$ cat src/rtl/branch_loop_eval.sv
module branch_loop_eval #(
  parameter int CNT_W = 32
) (
  input  logic             clk,
  input  logic             rst_n,
  input  logic             cnt_load,
  input  logic [CNT_W-1:0] cnt_load_val,
  input  logic             eval_valid,
  input  logic [1:0]       op_kind,
  input  logic [3:0]       cond_sel,
  input  logic             flag_cf,
  input  logic             flag_zf,
  input  logic             flag_sf,
  input  logic             flag_of,
  output logic             result_valid,
  output logic             branch_taken,
  output logic [CNT_W-1:0] counter
);

  localparam logic [1:0] OP_FLAG  = 2'd0;
  localparam logic [1:0] OP_CZERO = 2'd1;
  localparam logic [1:0] OP_LOOP  = 2'd2;

  localparam logic [3:0] LP_PLAIN = 4'd0;
  localparam logic [3:0] LP_WZ    = 4'd1;
  localparam logic [3:0] LP_WNZ   = 4'd2;

  logic             sgn_lt;
  logic             flag_hit;
  logic [CNT_W-1:0] cnt_dec;
  logic             dec_nz;
  logic             loop_form;
  logic             hit;

  assign sgn_lt    = flag_sf ^ flag_of;
  assign cnt_dec   = counter - 1'b1;
  assign dec_nz    = |cnt_dec;
  assign loop_form = (op_kind == OP_LOOP) && (cond_sel <= LP_WNZ);

  always_comb begin
    unique case (cond_sel)
      4'd0:    flag_hit = flag_cf;
      4'd1:    flag_hit = ~flag_cf;
      4'd2:    flag_hit = flag_zf;
      4'd3:    flag_hit = ~flag_zf;
      4'd4:    flag_hit = flag_sf;
      4'd5:    flag_hit = ~flag_sf;
      4'd6:    flag_hit = flag_of;
      4'd7:    flag_hit = ~flag_of;
      4'd8:    flag_hit = ~flag_cf & ~flag_zf;
      4'd9:    flag_hit = flag_cf | flag_zf;
      4'd10:   flag_hit = sgn_lt;
      4'd11:   flag_hit = ~sgn_lt;
      4'd12:   flag_hit = flag_zf | sgn_lt;
      4'd13:   flag_hit = ~flag_zf & ~sgn_lt;
      4'd14:   flag_hit = 1'b1;
      default: flag_hit = 1'b0;
    endcase
  end

  always_comb begin
    hit = 1'b0;
    case (op_kind)
      OP_FLAG:  hit = flag_hit;
      OP_CZERO: hit = (counter == '0);
      OP_LOOP: begin
        case (cond_sel)
          LP_PLAIN: hit = dec_nz;
          LP_WZ:    hit = dec_nz & flag_zf;
          LP_WNZ:   hit = dec_nz & ~flag_zf;
          default:  hit = 1'b0;
        endcase
      end
      default:  hit = 1'b0;
    endcase
  end

  always_ff @(posedge clk) begin
    if (!rst_n) begin
      result_valid <= 1'b0;
      branch_taken <= 1'b0;
      counter      <= '0;
    end else begin
      result_valid <= eval_valid;
      branch_taken <= eval_valid & hit;
      if (cnt_load)
        counter <= cnt_load_val;
      else if (eval_valid && loop_form)
        counter <= cnt_dec;
    end
  end

endmodule

$ cat config.mk
export PLATFORM = sky130hd
export DESIGN_NAME = branch_loop_eval
export DESIGN_NICKNAME = d
export VERILOG_FILES = /design/src/rtl/branch_loop_eval.sv
export SDC_FILE = /design/constraint.sdc
export NUM_CORES = 1
export LEC_CHECK = 0
export CAP_MARGIN = 20
export CORE_MARGIN = 5
export CORE_UTILIZATION = 25
export CTS_BUF_LIST = sky130_fd_sc_hd__clkbuf_4
export CTS_CLUSTER_DIAMETER = 30
export DETAILED_ROUTE_END_ITERATION = 10
export DONT_BUFFER_PORTS = 1
export MAX_ROUTING_LAYER = met4
export SYNTH_ARGS = -nofsm -noshare
export SYNTH_HDL_FRONTEND = slang
export SYNTH_SLANG_ARGS = --single-unit
$ cat constraint.sdc
create_clock -name clk -period 2.3 [get_ports clk]
set_input_delay 0.46 -clock clk [delete_from_list [all_inputs] [get_ports clk]]
set_output_delay 0.46 -clock clk [all_outputs]
set_load 0.05 [all_outputs]
==> metrics.csv, run 1 <==
stage,metric,value,unit
status,status,"complete, no violations",
route,via_count,2349,
synth,ys_ff_latch,34,
setup_path,r2r_cells,7,
setup_path,r2r_start,counter[24]$_SDFFE_PN0P_,
cells_and_area,syn_to_final_growth,20.5,%
global_routing,track_usage,0.132,
cts,ctsRootBufferMaster,clkbuf_4,
cts,cts.sinks,34,
global_routing,grt_start_max_net_pins,52,
synth,synth_cells,322,
setup_path,cp_max_fo,4,
setup_path,cp_slowest_stage_delay,0.57,ns
cts,cts.htree.levels,2,
cells_and_area,finalNonFillerCells,487,
setup_path,critical_path.endpoint_type,flop,
die,die_area,0.0118,sq mm
cts,clk_latency,0.34,ns
timing,setup_violations,0,
setup_path,critPathSlowestCell,or4_4,
setup_path,critPathKind,flop to flop,
setup_path,required,2.54,ns
placement,placedCellCount,478,
setup_path,crit_buf_inv,0,
setup_path,crit_family,simple AND/OR/NAND/NOR gates,
setup_path,r2r_setup_slack,0.12,ns
die,io_pins,80,
cells_and_area,fillers,1075,
placement,dpl-instance-area,0.00284,sq mm
synth,synth_area,0.00244,sq mm
power_and_ir_drop,powerDensity,500,mW/mm^2
synth,yosysWarnings,0,
cells_and_area,mostFrequentLayoutCells,"buf_4 (43), nand2_1 (41), o21ai_0 (38)",
timing,hold_viol_final,0,
power_and_ir_drop,clockPowerShare,0.227,
timing,slew_viol_final,0,
synth,ys_types,47,
timing,period_needed,2.18,ns
hold_path,worstHoldPathType,input pin to flop,
die,die_y,109,microns
route,vias_per_cell,4.82,
cts,cts_buffers,5,
cells_and_area,final_common_cell,buf_4,
timing,fin_worst_skew,0.0178,ns
synth,synth_edf_count,0,
job,maxCapViolCount,0,
global_routing,grt_pass1_wl,12000,microns
cts,holdBufCountCts,0,
route,ant_nets,0,
hold_path,worstHoldEndpoint,counter[19]$_SDFFE_PN0P_,
hold_path,hp-start,rst_n,
setup_path,crit_chain,or4_4 > nor4_4 > xor2_1 > nor4_2 > a311oi_1 > o41ai_2 > a21oi_1,
cells_and_area,drive_gt1_frac,0.203,
timing,slew_headroom,0.543,
power_and_ir_drop,p_int,928,uW
global_routing,grt_pass1_vias,2443,
route,wl,7420,microns
power_and_ir_drop,p_sw,540,uW
timing,worst_slew_pin_slew,0.685,ns
route,avgRoutedWirePerCell,15.2,microns
synth,syn-num-nets,371,
power_and_ir_drop,pwr-share-comb,0.320,
timing,fmaxAchievable,458,MHz
route,remaining_drc_errors,0,
placement,place.gp.congestion,0.880,
power_and_ir_drop,power.leakage,1.09,nW
cells_and_area,regArea,687,sq um
cts,clk_pin_slew,0.12,ns
placement,dp_hpwl,5820,microns
die,num_rows,36,
die,coreArea,0.00964,sq mm
synth,synth_async_sr_flop_share,0,
power_and_ir_drop,sw_frac_of_total,0.368,
global_routing,overflow,0,
route,dr.pass1.iters,4,
global_routing,antenna_found_initial,0,
synth,synth_flop_cell,dfxtp_1,
setup_path,reg2reg_to,branch_taken$_SDFF_PN0_,
timing,rsz0062_at_grt,yes,
route,drtIter0Drc,146,
cells_and_area,fin_area,0.00294,sq mm
hold_path,hold_depth,1,
setup_path,worstPathArrival,2.42,ns
setup_path,crit_path_start_kind,flop,
power_and_ir_drop,vdd_ir_drop_max,0.246,mV
timing,finalCritPeriodShare,0.950,
cts,cts_tree,built,
synth,seq_area_frac_synth,0.279,
die,die_width,109,microns
cells_and_area,layout.nets,402,
placement,port_buffers,0,
cts,clockBufferDepth,2,
power_and_ir_drop,pwr-share-seq,0.453,
synth,syn_avg_cell_area,7.57,sq um
cells_and_area,n_antenna_cell,0,
cells_and_area,multi_input_area,0.00167,sq mm
die,initial_utilization,0.253,
timing,hold_ws,0.236,ns
registers in the layout, summed over array words and instances, names as in the netlist:
name and count:
branch_taken 1, result_valid 1, counter 32
cell type report:
class                   instances  share of cell area
well taps                     133              0.0566
repair buffers                 43               0.110
multi-input cells             260               0.570
flip-flops and latches         34               0.234
inverters                       9              0.0115
clock buffers                   6              0.0153
clock inverters                 2             0.00298
cell families (layout without fill, tap and decap cells):
| kind of cell | Yosys count | in the layout | synth area share |
|---|---|---|---|
| buf+inv | 28 | 60 | 0.0498 |
| xor+xnor | 38 | 38 | 0.136 |
| simple gates | 155 | 155 | 0.367 |
| fa+ha+maj | 4 | 4 | 0.0195 |
| compound gates | 62 | 62 | 0.144 |
| mux | 1 | 1 | 0.00410 |
| flops | 34 | 34 | 0.279 |
cells in the mapped netlist, types with 2 or more instances:
cell type,n,area [sq um]
a211oi_1,2,15.0
a21oi_1,10,50.1
a311oi_1,2,17.5
a31oi_1,3,18.8
and2_1,26,163
buf_2,4,20.0
clkbuf_1,13,48.8
dfxtp_1,34,681
ha_1,3,37.5
inv_1,9,33.8
nand2_1,41,154
nand2b_1,3,18.8
nand3_1,6,30.0
nand4_1,6,37.5
nor2_1,19,71.3
nor2b_1,2,12.5
nor3_1,17,85.1
nor3b_1,3,22.5
nor4_1,10,62.6
nor4_4,3,63.8
nor4b_1,3,26.3
o21ai_0,38,190
or3_1,5,31.3
xnor2_1,25,219
xor2_1,13,114
power by group through the flow:
stage	Clock (mW)	Combinational (mW)	Sequential (mW)
finish	0.333	0.470	0.665
global route	0.375	0.511	0.671
CTS	0.352	0.464	0.663
detailed placement	0	0.462	0.677
global placement	0	0.456	0.676
floorplan	0	0.233	0.799
through the flow:
stage	total power [mW]	setup WS [ns]	util	setup TNS, ns
finish	1.47	0.115	0.305	0
global route	1.56	-0.0707	0.305	-0.0707
CTS	1.48	0.0270	0.300	0
detailed placement	1.14	0.0455	0.295	0
global placement	1.13	0.148	0.295	0
floorplan	1.03	0.0298	-	0
repair_timing:
action	4_1_cts	5_1_grt
buffers inserted	0	1
gates resized for setup	0	7
endpoints found under the setup margin	0	2
per-layer routing:
layer,vias to the layer above,routed length (microns),track usage
li1,1184,-,-
met1,1083,3270,0.160
met2,73,3550,0.217
met3,9,491,0.0337
met4,0,97,0.0343
met5,-,0,-
worst max path at each step:
| stage | to | depth (start not counted) | slack (ns) | start |
|---|---|---|---|---|
| 5_1_grt | branch_taken$_SDFF_PN0_ | 7 | -0.07 | counter[24]$_SDFFE_PN0P_ |
| 3_5_place_dp | branch_taken$_SDFF_PN0_ | 7 | 0.05 | counter[24]$_SDFFE_PN0P_ |
| 6_report | branch_taken$_SDFF_PN0_ | 7 | 0.12 | counter[24]$_SDFFE_PN0P_ |
| 3_3_place_gp | branch_taken$_SDFF_PN0_ | 7 | 0.15 | counter[24]$_SDFFE_PN0P_ |
| 4_1_cts | branch_taken$_SDFF_PN0_ | 7 | 0.03 | counter[24]$_SDFFE_PN0P_ |
| 2_1_floorplan | branch_taken$_SDFF_PN0_ | 7 | 0.03 | counter[26]$_SDFFE_PN0P_ |
Power figures use the tool's default switching activity.
==> run 2: changes to the inputs <==
Settings changed: CORE_UTILIZATION 25 to 40, REMOVE_ABC_BUFFERS from default to 1.
==> metrics.csv, run 2 (synthesis results as in run 1) <==
stage,metric,value,unit,change
hold_path,hp-start,rst_n,,
setup_path,crit_path_start_kind,flop,,
setup_path,r2r_start,counter[1]$_SDFFE_PN0P_,,
global_routing,track_usage,0.180,,+0.0481
cts,cts.htree.levels,2,,unchanged
timing,slew_viol_final,0,,unchanged
global_routing,overflow,0,,unchanged
cells_and_area,n_antenna_cell,0,,unchanged
timing,worst_slew_pin_slew,0.653,ns,-0.0320 ns
timing,fin_worst_skew,0.00783,ns,-0.0100 ns
cells_and_area,finalNonFillerCells,425,,-13%
global_routing,grt_start_max_net_pins,52,,unchanged
setup_path,reg2reg_to,branch_taken$_SDFF_PN0_,,
placement,dp_hpwl,5100,microns,-12%
cts,holdBufCountCts,0,,unchanged
cts,clockBufferDepth,2,,unchanged
timing,rsz0062_at_grt,no,,
setup_path,worstPathArrival,2.41,ns,about the same
power_and_ir_drop,power.leakage,1.07,nW,-2.0%
power_and_ir_drop,powerDensity,514,mW/mm^2,+2.8%
setup_path,startpoint,counter[1]$_SDFFE_PN0P_,,
setup_path,required,2.53,ns,about the same
die,die_area,0.00776,sq mm,-34%
cells_and_area,layout.nets,398,,-1.0%
route,via_count,2316,,-1.4%
setup_path,critPathCapture,branch_taken$_SDFF_PN0_,,
global_routing,antenna_found_initial,0,,unchanged
placement,placedCellCount,417,,-13%
cells_and_area,syn_to_final_growth,15.4,%,
route,ant_nets,0,,unchanged
route,vias_per_cell,5.45,,+13%
cts,ctsRootBufferMaster,clkbuf_4,,
cells_and_area,final_common_cell,nand2_1,,
timing,slew_headroom,0.564,,+0.0214
timing,hold_viol_final,0,,unchanged
timing,finalCritPeriodShare,0.950,,about the same
cts,cts_tree,built,,
hold_path,worstHoldPathType,input pin to flop,,
die,die_y,88.1,microns,-19%
timing,setup_tns,0,ns,unchanged
setup_path,cp_max_fo,6,,+2
power_and_ir_drop,vdd_ir_drop_max,0.331,mV,+35%
die,die_width,88.1,microns,-19%
global_routing,grt_pass1_wl,10800,microns,-9.5%
timing,setup_violations,0,,unchanged
cts,clk_pin_slew,0.11,ns,about the same
cells_and_area,largest_register,counter,,
setup_path,critical_path.endpoint_type,flop,,
timing,period_needed,2.18,ns,-0.000433 ns
route,dr.pass1.iters,4,,unchanged
cells_and_area,fillers,624,,-42%
route,remaining_drc_errors,0,,unchanged
cells_and_area,top_regs,"counter: 32 flops, branch_taken: 1 flops, result_valid: 1 flops",,
die,io_pins,80,,unchanged
die,initial_utilization,0.412,,+0.159
route,drtIter0Drc,93,,-36%
hold_path,hold_depth,1,,unchanged
cells_and_area,drive_gt1_frac,0.169,,-0.0348
job,maxCapViolCount,0,,unchanged
cts,cts_buffers,5,,unchanged
cts,clk_latency,0.34,ns,about the same
cts,cts.sinks,34,,unchanged
route,avgRoutedWirePerCell,15.4,microns,+1.0%
global_routing,grt_pass1_vias,2228,,-8.8%
setup_path,r2r_cells,8,,+1
setup_path,critPathKind,flop to flop,,
status,status,"complete, no violations",,
die,num_rows,28,,-22%
power_and_ir_drop,total_power,1.45,mW,-1.5%
die,coreArea,0.00592,sq mm,-39%
setup_path,r2r_setup_slack,0.12,ns,about the same
cts,post_cts.repair.setup_buffers,0,,unchanged
placement,place.gp.congestion,0.862,,-2.1%
placement,port_buffers,0,,unchanged
timing,fmaxAchievable,458,MHz,about the same
cells_and_area,mostFrequentLayoutCells,"nand2_1 (41), buf_4 (39), o21ai_0 (38)",,
route,wl,6540,microns,-12%
cells_and_area,largest_reg_flops,32,,unchanged
==> run 2: per-stage QoR <==
stage	utilization	area, sq um	setup slack, ns	hold WS (ns)
after floorplan	-	2350	-0.102	0.582
after CTS	0.471	2790	0.0643	0.227
after global placement	0.462	2740	0.154	0.585
final	0.475	2820	0.116	0.240
after detailed placement	0.462	2740	0.102	0.587
after global routing	0.475	2820	0.0203	0.217
==> run 2: final cells by class <==
| class | count | area [sq um] | share of cell area |
|---|---|---|---|
| multi-input cells | 260 | 1660 | 0.590 |
| clock inverters | 2 | 8.76 | 0.00311 |
| inverters | 9 | 33.8 | 0.0120 |
| flip-flops and latches | 34 | 681 | 0.242 |
| clock buffers | 6 | 45.0 | 0.0160 |
| repair buffers | 39 | 293 | 0.104 |
| well taps | 75 | 93.8 | 0.0333 |
==> run 2: per-layer routing <==
metal	vias to the layer above	wire length (microns)	global-route usage
li1	1181	-	-
met1	1054	2980	0.233
met2	73	3010	0.284
met3	8	446	0.0376
met4	0	93	0.0495
met5	-	0	-
==> run 2: report_power, final <==
part / switching, mW / internal [mW] / total (mW)
combinational: 0.286 / 0.169 / 0.455
sequential: 0.0378 / 0.623 / 0.661
clock: 0.203 / 0.127 / 0.330
==> run 2: how the worst min path moves through the flow <==
stage / end / slack [ns]
2_1_floorplan: counter[0]$_SDFFE_PN0P_ / 0.58
3_5_place_dp: counter[21]$_SDFFE_PN0P_ / 0.59
4_1_cts: counter[21]$_SDFFE_PN0P_ / 0.23
3_3_place_gp: counter[21]$_SDFFE_PN0P_ / 0.59
5_1_grt: counter[31]$_SDFFE_PN0P_ / 0.22
6_report: counter[29]$_SDFFE_PN0P_ / 0.24
==> run 2: worst max-delay path, stage by stage (launching register included) <==
cell and delay [ns]:
dfxtp_1 0.32, buf_4 0.20, nor4_1 0.29, and4_1 0.36, nand2_1 0.08, nor4_1 0.25
a311oi_1 0.07, o41ai_1 0.39, a21oi_1 0.11
==> run 2: what timing repair did <==
| item | in CTS | in global routing |
|---|---|---|
| endpoints found under the setup margin | 0 | 1 |
| hold endpoints to repair | 0 | 0 |
| resized for setup | 0 | 4 |
